File: src/rtl/nfl_pkg.sv
// Shared opcodes, strobe indices and the bus-cycle type for the NAND
// command/address front end. Assumes opcodes travel on the low byte.
package nfl_pkg;

    localparam logic [7:0] OPC_READ       = 8'h00;
    localparam logic [7:0] OPC_READ_HI    = 8'h01;
    localparam logic [7:0] OPC_READ_SPARE = 8'h50;
    localparam logic [7:0] OPC_READ_GO    = 8'h30;
    localparam logic [7:0] OPC_READ_NS    = 8'h35;
    localparam logic [7:0] OPC_RAND_SET   = 8'h05;
    localparam logic [7:0] OPC_RAND_GO    = 8'hE0;
    localparam logic [7:0] OPC_IDENT      = 8'h90;
    localparam logic [7:0] OPC_RESET      = 8'hFF;
    localparam logic [7:0] OPC_PROG_SET   = 8'h80;
    localparam logic [7:0] OPC_PROG_GO    = 8'h10;
    localparam logic [7:0] OPC_PROG_CACHE = 8'h15;
    localparam logic [7:0] OPC_ERASE_SET  = 8'h60;
    localparam logic [7:0] OPC_ERASE_GO   = 8'hD0;
    localparam logic [7:0] OPC_STATUS     = 8'h70;
    localparam logic [7:0] OPC_COPY_SET   = 8'h85;

    localparam int GO_READ   = 0;
    localparam int GO_LOAD   = 1;
    localparam int GO_PROG   = 2;
    localparam int GO_ERASE  = 3;
    localparam int GO_ID     = 4;
    localparam int GO_STATUS = 5;
    localparam int GO_RESET  = 6;
    localparam int GO_N      = 7;

    // One classified bus cycle: command flag, address flag, low byte.
    typedef struct packed {
        logic       cmd;
        logic       adr;
        logic [7:0] val;
    } bus_cyc_t;

endpackage

File: src/rtl/nfl_bus_classify.sv
// Classifies a sampled bus cycle as command, address or neither.
// Assumes one sample per clock while we is high; cle wins over ale.
module nfl_bus_classify #(
    parameter int IO_W = 8
) (
    input  logic            we,
    input  logic            ce_n,
    input  logic            cle,
    input  logic            ale,
    input  logic [IO_W-1:0] io,
    output nfl_pkg::bus_cyc_t cyc
);

    // Qualify the strobe with the latch pins and forward the low byte.
    always_comb begin
        cyc.cmd = we && !ce_n && cle;
        cyc.adr = we && !ce_n && !cle && ale;
        cyc.val = io[7:0];
    end

endmodule

File: src/rtl/nfl_cmd_decode.sv
// Holds the current command and column offset; produces the strobes of
// commands that start at once and the column-clear request.
// Assumes LARGE_PAGE is fixed at build time.
module nfl_cmd_decode
    import nfl_pkg::*;
#(
    parameter bit LARGE_PAGE = 1'b0,
    parameter int PAGE_BYTES = 512,
    parameter int OFF_W      = $clog2(PAGE_BYTES + 1)
) (
    input  logic             clk,
    input  logic             rst_n,
    input  bus_cyc_t         cyc,
    output logic [7:0]       cmd_q,
    output logic [OFF_W-1:0] off_q,
    output logic [GO_N-1:0]  imm_go,
    output logic             col_clr
);

    localparam logic [OFF_W-1:0] OFF_HALF  = OFF_W'(256);
    localparam logic [OFF_W-1:0] OFF_SPARE = OFF_W'(PAGE_BYTES);

    logic [7:0]       cmd_n;
    logic [OFF_W-1:0] off_n;

    // Decode a command byte into the next command, offset and strobes.
    always_comb begin
        cmd_n   = cmd_q;
        off_n   = off_q;
        imm_go  = '0;
        col_clr = 1'b0;
        if (cyc.cmd) begin
            cmd_n = cyc.val;
            if (!LARGE_PAGE) begin
                if (cyc.val == OPC_READ) begin
                    off_n = '0;
                end else if (cyc.val == OPC_READ_HI) begin
                    off_n = OFF_HALF;
                    cmd_n = OPC_READ;
                end else if (cyc.val == OPC_READ_SPARE) begin
                    off_n = OFF_SPARE;
                    cmd_n = OPC_READ;
                end
            end else begin
                if (cyc.val == OPC_READ_GO && cmd_q == OPC_READ)
                    imm_go[GO_READ] = 1'b1;
                if (cyc.val == OPC_READ_NS || cyc.val == OPC_RAND_GO)
                    imm_go[GO_READ] = 1'b1;
                if (cyc.val == OPC_RAND_SET)
                    col_clr = 1'b1;
            end
            case (cyc.val)
                OPC_STATUS:                  imm_go[GO_STATUS] = 1'b1;
                OPC_PROG_GO, OPC_PROG_CACHE: imm_go[GO_PROG]   = 1'b1;
                OPC_ERASE_GO:                imm_go[GO_ERASE]  = 1'b1;
                OPC_RESET: begin
                    imm_go[GO_RESET] = 1'b1;
                    cmd_n            = OPC_READ;
                    off_n            = '0;
                end
                default: ;
            endcase
        end
    end

    // Register the command and offset.
    always_ff @(posedge clk) begin
        if (!rst_n) begin
            cmd_q <= OPC_READ;
            off_q <= '0;
        end else begin
            cmd_q <= cmd_n;
            off_q <= off_n;
        end
    end

endmodule

File: src/rtl/nfl_addr_build.sv
// Assembles address bytes little-endian and counts them since the last
// command. Assumes the count saturates well above any start threshold.
module nfl_addr_build
    import nfl_pkg::*;
#(
    parameter bit IO16    = 1'b0,
    parameter int CYC_MAX = 5,
    parameter int COL_W   = 8,
    parameter int ADDR_W  = 8 * CYC_MAX,
    parameter int CNT_W   = $clog2(CYC_MAX + 2)
) (
    input  logic              clk,
    input  logic              rst_n,
    input  bus_cyc_t          cyc,
    input  logic              col_clr,
    output logic [ADDR_W-1:0] addr_q,
    output logic [CNT_W-1:0]  cnt_q
);

    localparam logic [CNT_W-1:0] CNT_TOP = '1;

    logic [ADDR_W-1:0] addr_n;
    logic [CNT_W-1:0]  cnt_n;

    // Place the incoming byte, apply the 16-bit shift, advance the count.
    always_comb begin
        addr_n = addr_q;
        cnt_n  = cnt_q;
        if (cyc.cmd) begin
            cnt_n = '0;
            if (col_clr)
                addr_n[COL_W-1:0] = '0;
        end else if (cyc.adr) begin
            for (int i = 0; i < CYC_MAX; i++) begin
                if (cnt_q == CNT_W'(i))
                    addr_n[8*i +: 8] = cyc.val;
            end
            if (IO16 && cnt_q == CNT_W'(1))
                addr_n = addr_n << 1;
            if (cnt_q != CNT_TOP)
                cnt_n = cnt_q + 1'b1;
        end
    end

    // Register address and count.
    always_ff @(posedge clk) begin
        if (!rst_n) begin
            addr_q <= '0;
            cnt_q  <= '0;
        end else begin
            addr_q <= addr_n;
            cnt_q  <= cnt_n;
        end
    end

endmodule

File: src/rtl/nfl_cmd_front.sv
// NAND command/address front end: classifies bus cycles, tracks the
// command, builds the address and issues one-cycle start strobes.
// Assumes commands and addresses use the low byte of io.
module nfl_cmd_front
    import nfl_pkg::*;
#(
    parameter int IO_W         = 8,
    parameter bit LARGE_PAGE   = 1'b0,
    parameter bit HIGH_DENSITY = 1'b0,
    parameter int PAGE_BYTES   = 512,
    parameter int OFF_W        = $clog2(PAGE_BYTES + 1)
) (
    input  logic             clk,
    input  logic             rst_n,
    input  logic             ce_n,
    input  logic             cle,
    input  logic             ale,
    input  logic             we,
    input  logic             wp_n,
    input  logic [IO_W-1:0]  io,
    output logic [7:0]       cur_cmd,
    output logic [15:0]      col_addr,
    output logic [23:0]      row_addr,
    output logic [OFF_W-1:0] col_off,
    output logic [GO_N-1:0]  go,
    output logic             wr_unlocked
);

    localparam int CYC_MAX = 5;
    localparam int ADDR_W  = 8 * CYC_MAX;
    localparam int CNT_W   = $clog2(CYC_MAX + 2);
    localparam int COL_W   = LARGE_PAGE ? 16 : 8;
    localparam int N_RW    = !LARGE_PAGE ? 3 : (HIGH_DENSITY ? 5 : 4);
    localparam bit IO16    = (IO_W == 16);

    bus_cyc_t          cyc;
    logic [7:0]        cmd_q;
    logic [GO_N-1:0]   imm_go;
    logic              col_clr;
    logic [ADDR_W-1:0] addr_q;
    logic [CNT_W-1:0]  cnt_q;
    logic [GO_N-1:0]   go_n;
    logic [GO_N-1:0]   go_q;
    logic              wr_q;

    nfl_bus_classify #(.IO_W(IO_W)) u_class (
        .we(we), .ce_n(ce_n), .cle(cle), .ale(ale), .io(io), .cyc(cyc)
    );

    nfl_cmd_decode #(
        .LARGE_PAGE(LARGE_PAGE), .PAGE_BYTES(PAGE_BYTES), .OFF_W(OFF_W)
    ) u_dec (
        .clk(clk), .rst_n(rst_n), .cyc(cyc), .cmd_q(cmd_q),
        .off_q(col_off), .imm_go(imm_go), .col_clr(col_clr)
    );

    nfl_addr_build #(
        .IO16(IO16), .CYC_MAX(CYC_MAX), .COL_W(COL_W),
        .ADDR_W(ADDR_W), .CNT_W(CNT_W)
    ) u_addr (
        .clk(clk), .rst_n(rst_n), .cyc(cyc), .col_clr(col_clr),
        .addr_q(addr_q), .cnt_q(cnt_q)
    );

    // Merge immediate strobes with those triggered by address counts.
    always_comb begin
        go_n = imm_go;
        if (cyc.adr && cnt_q == '0 && cmd_q == OPC_IDENT)
            go_n[GO_ID] = 1'b1;
        if (cyc.adr && cnt_q == CNT_W'(N_RW - 1)) begin
            if (cmd_q == OPC_READ && !LARGE_PAGE)
                go_n[GO_READ] = 1'b1;
            if (cmd_q == OPC_PROG_SET)
                go_n[GO_LOAD] = 1'b1;
        end
    end

    // Register the strobes and the write-protect state.
    always_ff @(posedge clk) begin
        if (!rst_n) begin
            go_q <= '0;
            wr_q <= 1'b0;
        end else begin
            go_q <= go_n;
            wr_q <= wp_n;
        end
    end

    // Split the address register into column and row by page class.
    generate
        if (LARGE_PAGE) begin : g_large
            assign col_addr = addr_q[15:0];
            assign row_addr = addr_q[39:16];
        end else begin : g_small
            assign col_addr = {8'h00, addr_q[7:0]};
            assign row_addr = addr_q[31:8];
        end
    endgenerate

    assign cur_cmd     = cmd_q;
    assign go          = go_q;
    assign wr_unlocked = wr_q;

endmodule

File: config.mk
export PLATFORM = sky130hd
export DESIGN_NAME = nfl_cmd_front
export DESIGN_NICKNAME = d
export VERILOG_FILES = /design/src/rtl/nfl_pkg.sv /design/src/rtl/nfl_bus_classify.sv /design/src/rtl/nfl_cmd_decode.sv /design/src/rtl/nfl_addr_build.sv /design/src/rtl/nfl_cmd_front.sv
export SDC_FILE = /design/constraint.sdc
export NUM_CORES = 1
export LEC_CHECK = 0
export ABC_AREA = 1
export ABC_CLOCK_PERIOD_IN_PS = 1720
export BUFFER_PORTS_ARGS = -buffer_cell sky130_fd_sc_hd__buf_2
export CORE_MARGIN = 1
export CORE_UTILIZATION = 49
export DETAILED_ROUTE_END_ITERATION = 8
export HOLD_SLACK_MARGIN = 0.06
export PLACE_DENSITY = 0.88
export SETUP_SLACK_MARGIN = 0.15
export SLEW_MARGIN = 5
export SYNTH_ARGS = -nofsm -noshare
export SYNTH_HDL_FRONTEND = slang
export SYNTH_SLANG_ARGS = --single-unit
File: constraint.sdc
create_clock -name clk -period 1.72 [get_ports clk]
set_clock_uncertainty 0.1 [all_clocks]
set_input_delay 0 -clock clk [delete_from_list [all_inputs] [get_ports clk]]
set_output_delay 0 -clock clk [all_outputs]
set_load 0.02 [all_outputs]
==> results.toml <==
[timing]
fin_crit_ps = 1500
finalSetupViolations = 0
fmax_ghz = 0.668
fin_crit_sh = 0.870
tns_ps = 0
final_hold_viol_count = 0
rsz0062_at_grt = "true"
final-max-slew-violation-count = 0

[synthesis]
synth_cell_types = 27
ys_ff_latch = 53
synth_cells = 296
yosys.area.top_type = "dfxtp_1"
ys_seq_area_frac = 0.454
synth_area_per_cell_sq_um = 7.90
synth_top_cell_area_share = 0.454
synth_area_sq_um = 2340
ys_warn_count = 0
synth_area_leaders = "dfxtp_1, a21oi_1, nand2_1, inv_1, buf_4"

[global_routing]
grtUsageTotal = 0.227
grt-ovfl-total = 0
antenna_found_initial = 0
grt_pass1_vias = 1965
grt_pass1_wl_mm = 8.93
grt_max_degree = 27

[critical_path]
critical-path-max-stage-delay_ps = 570
required_ps = 1840
cp.buffers_inverters = 3
arrival_ps = 1620
critical_path_class = "in2reg"
cp_slowest_cell = "dlygate4sd3_1"
path_common_cell = "dlygate4sd3_1"
cp_top_family = "buffers and inverters"
crit_path_start_kind = "input pin"
path_cells = "dlygate4sd3_1, buf_2, nand2_1, dlygate4sd3_1, nor4_2"
crit_fanout = 7
critPathCaptureType = "flip-flop"

[power]
power_density_nw_per_um2 = 774
p_total_uw = 2200
leakage_uw = 0.00133
ir_drop_uv = 594

[status]
status = "finished with violations"
violations = "DRC"

[floorplan]
die_w_um = 71.1
fp.dieArea_sq_um = 5050
num_rows = 24
core_region_area_sq_um = 4470
start_util = 0.523
die_h_um = 71.1
ioPinCount = 81

[layout]
final_area_sq_um = 2840
antenna_cells = 0
regArea_sq_um = 1060
num-nets-final = 390
layout_common_cells = "buf_2, dfxtp_1, nand2_1"
drive_above_1_share = 0.255
final.fill_count = 410
post-route-util = 0.635
syn2layout_area_growth_pct = 21.6
multi_input_comb_area_sq_um = 985
layout_commonest_cell = "buf_2"

[placed_design]
hpwl_mm = 3.78
io_buffers = 64
gp_congestion = 0.895
placed_area_sq_um = 2570

[clock_tree]
htree_levels = 2
clk_path_buf_depth = 2
cts.reportedPaths.clkPinSlew_ps = 90
cts_tree = "built"
cts_buffers = 5
cts_root_buf = "clkbuf_8"
cts_setup_buffers = 0
clkLatencyLatePin_ps = 300
cts.sinks = 53

[routing]
drt_pass1_iterations = 6
via_count = 2119
drc = 14
drtIter0Drc = 175
wl_per_cell_um = 13.0
viasPerCell = 5.03
drt-total-wl_mm = 5.48
drt.antenna.violating_nets = 0

[run]
cap_violations = 0

[hold_path]
hp-class = "in2reg"
==> per-stage QoR <==
| step | cells | setup WS (ps) | hold WS [ps] |
|---|---|---|---|
| after floorplan | 311 | 275 | -2.37 |
| after global placement | 399 | 251 | 82.1 |
| after detailed placement | 399 | 126 | 104 |
| after CTS | 421 | 203 | 66.4 |
| after global routing | 421 | 114 | 99.7 |
| final | 421 | 223 | 72.4 |
==> synth_stat cells (all sizes together) <==
cell type / count
a21oi: 37
buf: 24
clkbuf: 5
clkinv: 1
conb: 1
dfxtp: 53
ha: 6
inv: 43
nand2: 51
nand3: 18
nand4: 2
nor2: 20
nor3: 3
nor4: 3
o21ai: 26
o22ai: 3
==> worst min-delay path, cell delays in order <==
cell and delay, ps:
buf_2 80, inv_2 40, nand3_2 110, nor2_4 70, nand3_1 80, nand2_1 50
==> area by class of cell <==
cell class                      count  area share
Timing Repair Buffer               80       0.168
Tap cell                           52      0.0229
Sequential cell                    53       0.373
Clock buffer                        7      0.0304
Inverter                           44      0.0590
Multi-Input combinational cell    185       0.346
==> power by group <==
| group | internal, uW | switching (uW) |
|---|---|---|
| sequential | 1240 | 10.3 |
| combinational | 76.1 | 172 |
| clock | 320 | 379 |
==> path summary, 6_finish.rpt <==
| check | startpoint | to | slack, ps | cells past startpoint |
|---|---|---|---|---|
| max | io[4] | go[5]$_SDFF_PN0_ | 220 | 5 |
| min | ce_n | u_dec.cmd_q[2]$_SDFFE_PN0P_ | 70 | 6 |
| max reg2reg | u_addr.cnt_q[0]$_SDFFE_PP0P_ | u_addr.cnt_q[1]$_SDFFE_PP0P_ | 260 | 6 |
| min reg2reg | u_addr.addr_q[6]$_SDFFE_PN0P_ | u_addr.addr_q[6]$_SDFFE_PN0P_ | 340 | 2 |
==> flip-flops by register name (all words and copies together), names as in the netlist <==
register,flops
go,7
u_addr.addr_q,32
u_addr.cnt_q,3
u_dec.cmd_q,8
u_dec.off_q,2
wr_unlocked,1
==> cells by family (layout without fill, tap and decap cells) <==
logic type,Yosys count,in the layout,share of synthesized area
and+or+nand+nor,97,97,0.207
buffers and inverters,73,131,0.163
AOI/OAI and AO/OA,66,66,0.143
DFF,53,53,0.454
adders and majority gates,6,6,0.0321
other,1,16,0.00160
==> layer usage <==
metal  global-route usage  vias to the layer above  wire length [um]
met5                    0                        -                 0
met4               0.0844                        0                48
met3               0.0470                        8               361
met2                0.390                       78              2730
met1                0.280                      977              2350
li1                     -                     1056                 -
==> repair_timing <==
action                                  CTS  global route
endpoints found under the setup margin    8            16
endpoints found under the hold margin    45             0
hold buffers                             15             0
pin swaps                                 0             0
cloned                                    0             0
resized for setup                         1             7
Power figures use the tool's default switching activity.
